===== src/rtl/oscseq_pkg.sv =====
package oscseq_pkg;
  // Field positions of the control word; software encodes against these.
  localparam int unsigned CTRL_W  = 16;
  localparam int unsigned EN_POS  = 0;
  localparam int unsigned BYP_POS = 1;
  localparam int unsigned CNT_LSB = 8;
  localparam int unsigned CNT_W   = 8;
  localparam int unsigned SCALE_SH = 3;  // start-up count is scaled by 2**SCALE_SH

  typedef enum logic [1:0] {
    TS_OFF   = 2'd0,
    TS_WAIT  = 2'd1,
    TS_READY = 2'd2
  } tmr_state_e;
endpackage


===== src/rtl/oscseq_ctrl.sv =====
module oscseq_ctrl #(
  parameter int unsigned CTRL_W  = oscseq_pkg::CTRL_W,
  parameter int unsigned EN_POS  = oscseq_pkg::EN_POS,
  parameter int unsigned BYP_POS = oscseq_pkg::BYP_POS,
  parameter int unsigned CNT_LSB = oscseq_pkg::CNT_LSB,
  parameter int unsigned CNT_W   = oscseq_pkg::CNT_W
) (
  input  logic              clk,
  input  logic              rst_n,
  input  logic              wr_en_i,
  input  logic [CTRL_W-1:0] wr_data_i,
  output logic              en_o,
  output logic              byp_o,
  output logic              err_o,
  output logic              load_o,
  output logic              kill_o,
  output logic [CNT_W-1:0]  load_cnt_o
);
  localparam int unsigned CNT_MSB = CNT_LSB + CNT_W - 1;

  logic w_en, w_byp, w_bad, w_ok;
  logic en_q, byp_q, err_q;
  logic unused_bits;

  assign w_en  = wr_data_i[EN_POS];
  assign w_byp = wr_data_i[BYP_POS];
  assign w_bad = w_en & w_byp;
  assign w_ok  = wr_en_i & ~w_bad;

  // Rising enable loads the timer; any legal disable kills it.
  assign load_o     = w_ok & w_en & ~en_q;
  assign kill_o     = w_ok & ~w_en;
  assign load_cnt_o = wr_data_i[CNT_MSB:CNT_LSB];

  assign unused_bits = ^wr_data_i;

  always_ff @(posedge clk) begin
    if (!rst_n) begin
      en_q  <= 1'b0;
      byp_q <= 1'b0;
      err_q <= 1'b0;
    end else begin
      if (w_ok) begin
        en_q  <= w_en;
        byp_q <= w_byp;
      end
      if (wr_en_i && w_bad) begin
        err_q <= 1'b1;
      end
    end
  end

  assign en_o  = en_q;
  assign byp_o = byp_q;
  assign err_o = err_q;
endmodule


===== src/rtl/oscseq_timer.sv =====
module oscseq_timer #(
  parameter int unsigned CNT_W    = oscseq_pkg::CNT_W,
  parameter int unsigned SCALE_SH = oscseq_pkg::SCALE_SH
) (
  input  logic             clk,
  input  logic             rst_n,
  input  logic             load_i,
  input  logic             kill_i,
  input  logic [CNT_W-1:0] load_cnt_i,
  input  logic             tick_i,
  output logic             ready_o
);
  import oscseq_pkg::*;

  localparam int unsigned TMR_W = CNT_W + SCALE_SH;
  localparam logic [TMR_W-1:0] ONE = TMR_W'(1);

  tmr_state_e       state_q;
  logic [TMR_W-1:0] left_q;
  logic [TMR_W-1:0] load_val;

  assign load_val = {load_cnt_i, {SCALE_SH{1'b0}}};

  always_ff @(posedge clk) begin
    if (!rst_n) begin
      state_q <= TS_OFF;
      left_q  <= '0;
    end else if (kill_i) begin
      state_q <= TS_OFF;
      left_q  <= '0;
    end else if (load_i) begin
      state_q <= TS_WAIT;
      left_q  <= load_val;
    end else if (state_q == TS_WAIT && tick_i) begin
      if (left_q <= ONE) begin
        state_q <= TS_READY;
      end
      if (left_q != '0) begin
        left_q <= left_q - ONE;
      end
    end
  end

  assign ready_o = (state_q == TS_READY);
endmodule


===== src/rtl/osc_startup_seq.sv =====
module osc_startup_seq #(
  parameter int unsigned CTRL_W   = oscseq_pkg::CTRL_W,
  parameter int unsigned CNT_W    = oscseq_pkg::CNT_W,
  parameter int unsigned SCALE_SH = oscseq_pkg::SCALE_SH
) (
  input  logic              clk,
  input  logic              rst_n,
  input  logic              wr_en_i,
  input  logic [CTRL_W-1:0] wr_data_i,
  input  logic              slow_tick_i,
  output logic              osc_en_o,
  output logic              bypass_o,
  output logic              stable_o,
  output logic              err_o
);
  logic             load, kill, ready, byp;
  logic [CNT_W-1:0] load_cnt;

  oscseq_ctrl #(
    .CTRL_W (CTRL_W),
    .CNT_W  (CNT_W)
  ) u_ctrl (
    .clk        (clk),
    .rst_n      (rst_n),
    .wr_en_i    (wr_en_i),
    .wr_data_i  (wr_data_i),
    .en_o       (osc_en_o),
    .byp_o      (byp),
    .err_o      (err_o),
    .load_o     (load),
    .kill_o     (kill),
    .load_cnt_o (load_cnt)
  );

  oscseq_timer #(
    .CNT_W    (CNT_W),
    .SCALE_SH (SCALE_SH)
  ) u_timer (
    .clk        (clk),
    .rst_n      (rst_n),
    .load_i     (load),
    .kill_i     (kill),
    .load_cnt_i (load_cnt),
    .tick_i     (slow_tick_i),
    .ready_o    (ready)
  );

  assign bypass_o = byp;
  // External clock needs no settling; the oscillator path waits for the timer.
  assign stable_o = ready | byp;
endmodule


===== config.mk =====
export PLATFORM = sky130hd
export DESIGN_NAME = osc_startup_seq
export DESIGN_NICKNAME = d
export VERILOG_FILES = /design/src/rtl/oscseq_pkg.sv /design/src/rtl/oscseq_ctrl.sv /design/src/rtl/oscseq_timer.sv /design/src/rtl/osc_startup_seq.sv
export SDC_FILE = /design/constraint.sdc
export NUM_CORES = 1
export LEC_CHECK = 0
export ABC_CLOCK_PERIOD_IN_PS = 2600
export BUFFER_PORTS_ARGS = -buffer_cell sky130_fd_sc_hd__buf_2
export CAP_MARGIN = 5
export CORE_MARGIN = 1
export CORE_UTILIZATION = 35
export CTS_CLUSTER_SIZE = 24
export DETAILED_ROUTE_END_ITERATION = 6
export PLACE_DENSITY = 0.55
export SLEW_MARGIN = 20
export SYNTH_ARGS = -nofsm -noshare
export SYNTH_HDL_FRONTEND = slang
export SYNTH_SLANG_ARGS = --single-unit

===== constraint.sdc =====
create_clock -name clk -period 2.6 [get_ports clk]
set_input_delay 0.26 -clock clk [delete_from_list [all_inputs] [get_ports clk]]
set_output_delay 0.26 -clock clk [all_outputs]
set_load 0.02 [all_outputs]

==> summary.md <==
| Metric | Value |
|---|---|
| CP Launch Point | u_timer.left_q[0] |
| Number of max-capacitance violations reported | 0 |
| Final antenna diode count | 0 |
| Layout Cells excl Fill | 154 |
| Sum of net half-perimeters after detailed placement | between 1.5 and 2 mm |
| # placed instances | 150 |
| Post-synth EDFFs | 0 |
| Final GP Congestion | approximately 0.8 |
| Row Count | 18 |
| Skew-Pair Late Insertion Delay | between 200 and 300 ps |
| Cells resized by post-CTS repair | 0 |
| Netlist cell types | 39 |
| TritonCTS Buffers | 3 |
| Gate count after technology mapping | roughly 100 |
| Die Height | 53.6 um |
| Post-synthesis sequential area ratio | approximately 34% |
| Synth Warn # | 0 |
| Reg2reg end | u_timer.left_q[4] |
| Initial Util | around 37% |
| Number of vias in the routed layout | roughly 860 |
| Final count of hold timing violations | 0 |
| Crit path time final | ~2000 ps |
| Required time reported for the critical path endpoint | around 2800 ps |
| Synth async-reset ratio | 0% |
| RSZ-0062 raised after global routing | false |
| Leak pwr | about 0.45 nW |
| Final count of negative-setup-slack endpoints | 0 |
| Post-cts hold buffer count | 0 |
| Synth Area per Inst | 9.06 sq um |
| Worst setup skew after layout | between 3 and 4 ps |
| Worst R2R Setup Slack | between 600 and 700 ps |
| Critical path launch point type | flop |
| Residual DRC | 0 |
| Pin count of the biggest net entering global routing | 10 |
| Total routing resource utilization after global routing | 16.7% |
| Clock input transition at the sequential cells of the worst setup and hold paths | roughly 100 ps |
| Total global routing overflow | 0 |
| Core Area | ~0.0025 sq mm |
| Final Slew Violations | 0 |
| Mapped cell area | a little over 900 sq um |
| Average vias per placed instance | 5.56 |
| Via count of the first global-routing pass | approximately 800 |
| Leading cell types by total area after synthesis | sky130_fd_sc_hd__dfxtp_1, sky130_fd_sc_hd__xor2_1, sky130_fd_sc_hd__nor2_1, sky130_fd_sc_hd__ha_1, sky130_fd_sc_hd__nand2_1 |
| Post-synth top area share | around 34% |
| Data arrival time of the worst path | about 2200 ps |
| Most instantiated flip-flop cell in the synthesis netlist | sky130_fd_sc_hd__dfxtp_1 |
| # Post-CTS Setup Buffers | 0 |
| Antenna-violating nets left | 0 |
| Area added between synthesis and finish | 16.6% |
| Number of H-tree branching levels | 1 |
| Number of inserted filler cells in the final layout | roughly 260 |
| Power per Cell Area | 483 mW/mm^2 |
| Worst IR Drop VDD | about 0.25 mV |
| Total negative slack | 0 ps |
| CP Cell Sequence | inv_1 -> ha_1 -> nor3b_2 -> a311o_1 -> or4_1 -> a31oi_1 |
| Launch instance of the worst register-to-register path | u_timer.left_q[0] |
| Number of register bits inferred by synthesis | 16 |
| Number of clock sinks | 16 |
| Detailed Route Iter0 Violations | 13 |
| Detailed Routing Iterations Pass 1 | 4 |
| Register Area | 320 sq um |
| Slowest cell on the critical path | sky130_fd_sc_hd__dfxtp_1 |
| Commonest cells after routing, fill and taps aside | sky130_fd_sc_hd__buf_2, sky130_fd_sc_hd__dfxtp_1, sky130_fd_sc_hd__nor2_1 |
| Final critical-path share of the clock period | around three quarters |
| First-pass GRT wire length | 3.39 mm |
| Count of port buffers added during placement | 17 |
| Relative max-transition margin | 51.7% |
| Post-DR wirelength/cell | around 14 um |
| Critical path capture point | u_timer.left_q[4] |
| Proportion of layout cells with a drive suffix above 1 | between 20% and 30% |
| Initial antenna violation count | 0 |
| CTS tree | yes |
| Most common library cell in the layout ignoring fill and taps | sky130_fd_sc_hd__buf_2 |
| Die Footprint | between 0.002 and 0.003 sq mm |
| Total Nets Final | approximately 150 |
| Max incr delay on CP | between 400 and 500 ps |
| Cell type contributing the most total cell area after synthesis | sky130_fd_sc_hd__dfxtp_1 |
| Max Clock Freq | 506 MHz |
| Register-to-Register Path Depth | 6 |
| Root Driver | sky130_fd_sc_hd__clkbuf_4 |
| Core occupancy in the finished layout | between 40% and 50% |
| Nature of the critical path endpoint | flop |
| Worst slew pin tran | 718 ps |
| Area occupied by multi-input gates | about 580 sq um |
| Startpoint-to-endpoint class of the critical path | reg -> reg |
| Total wirelength of the detailed-routed design | between 2 and 2.5 mm |
| PnR Total Power | between 0.5 and 0.6 mW |
| Type of the tightest min-delay check | in -> reg |
| Num ports | 24 |
| Synthesized Nets | about 130 |
| Chip width | 53.6 um |
| Largest fanout on the critical path | 5 |
| Maximum buffer depth of the clock tree | 2 |
| Outcome | completed |
report_power, final:
part,switching [mW],internal [mW],total [mW]
logic,0.0535,0.0399,0.0934
registers,0.0104,0.254,0.265
clock network,0.0823,0.0853,0.168
total,0.146,0.379,0.525
through the flow:
stage | worst slack (ps) | hold slack [ps] | cell area (sq um)
5_1_grt | 553 | 139 | 1090
6_report | 623 | 165 | 1090
3_3_place_gp | 681 | 461 | 1050
3_5_place_dp | 609 | 452 | 1050
2_1_floorplan | 803 | 359 | 933
4_1_cts | 616 | 156 | 1090
worst min-delay path by stage:
| stage | cells past startpoint | endpoint | slack [ps] | start |
|---|---|---|---|---|
| after floorplan | 1 | u_ctrl.byp_o | 360 | wr_en_i |
| after global placement | 3 | u_timer.left_q[7] | 460 | wr_data_i[12] |
| final | 3 | u_timer.left_q[5] | 160 | wr_data_i[10] |
| after CTS | 3 | u_timer.left_q[5] | 160 | wr_data_i[10] |
| after global routing | 3 | u_timer.left_q[5] | 140 | wr_data_i[10] |
| after detailed placement | 2 | u_ctrl.err_o | 450 | u_ctrl.err_o |
synth_stat cells (3+ instances only):
cell and n:
sky130_fd_sc_hd__o2111ai_1 3, sky130_fd_sc_hd__nand2_1 8, sky130_fd_sc_hd__inv_1 7, sky130_fd_sc_hd__nand3_1 3
sky130_fd_sc_hd__dfxtp_1 16, sky130_fd_sc_hd__o211ai_1 3, sky130_fd_sc_hd__ha_1 3, sky130_fd_sc_hd__nor2_1 11
sky130_fd_sc_hd__a211oi_1 3, sky130_fd_sc_hd__nor3_1 5, sky130_fd_sc_hd__xor2_1 5
flip-flops by register name (all words and copies together), names as in the netlist:
register,flops
u_timer.left_q,11
u_timer.state_q,2
u_ctrl.byp_o,1
u_ctrl.en_o,1
u_ctrl.err_o,1
critical path: cells and delay by family (launching register included):
family	cells	cell delay (ps)
AND/OR/NAND/NOR	2	590
AO/OA/AOI/OAI	2	590
flip-flops	1	430
adder cells (fa/ha/maj)	1	210
buffers and inverters	1	90
logic make-up (layout without fill, tap and decap cells):
logic type / Yosys count / after routing / share of synthesized area, %
AOI/OAI and AO/OA: 26 / 26 / 22.9
xor gates and xnor gates: 7 / 7 / 6.57
adders and majority gates: 3 / 3 / 4.02
buffers and inverters: 8 / 29 / 4.02
DFF: 16 / 16 / 34.3
and+or+nand+nor: 43 / 43 / 28.2
area by class of cell:
| cell class | instances | area share, % |
|---|---|---|
| Inverter | 7 | 2.41 |
| Timing Repair Buffer | 18 | 8.51 |
| Tap cell | 30 | 3.45 |
| Sequential cell | 16 | 29.4 |
| Clock buffer | 4 | 3.33 |
| Multi-Input combinational cell | 79 | 52.9 |
per-layer routing:
| layer | routed length [um] | share of wire [%] | GRT usage, % |
|---|---|---|---|
| met1 | 908 | 42 | 18.6 |
| met2 | 1100 | 51 | 29.6 |
| met3 | 133 | 6.1 | 6.21 |
| met4 | 15 | 0.69 | 4.39 |
| met5 | 0 | 0 | 0 |
(Power assumes the default switching activity.)
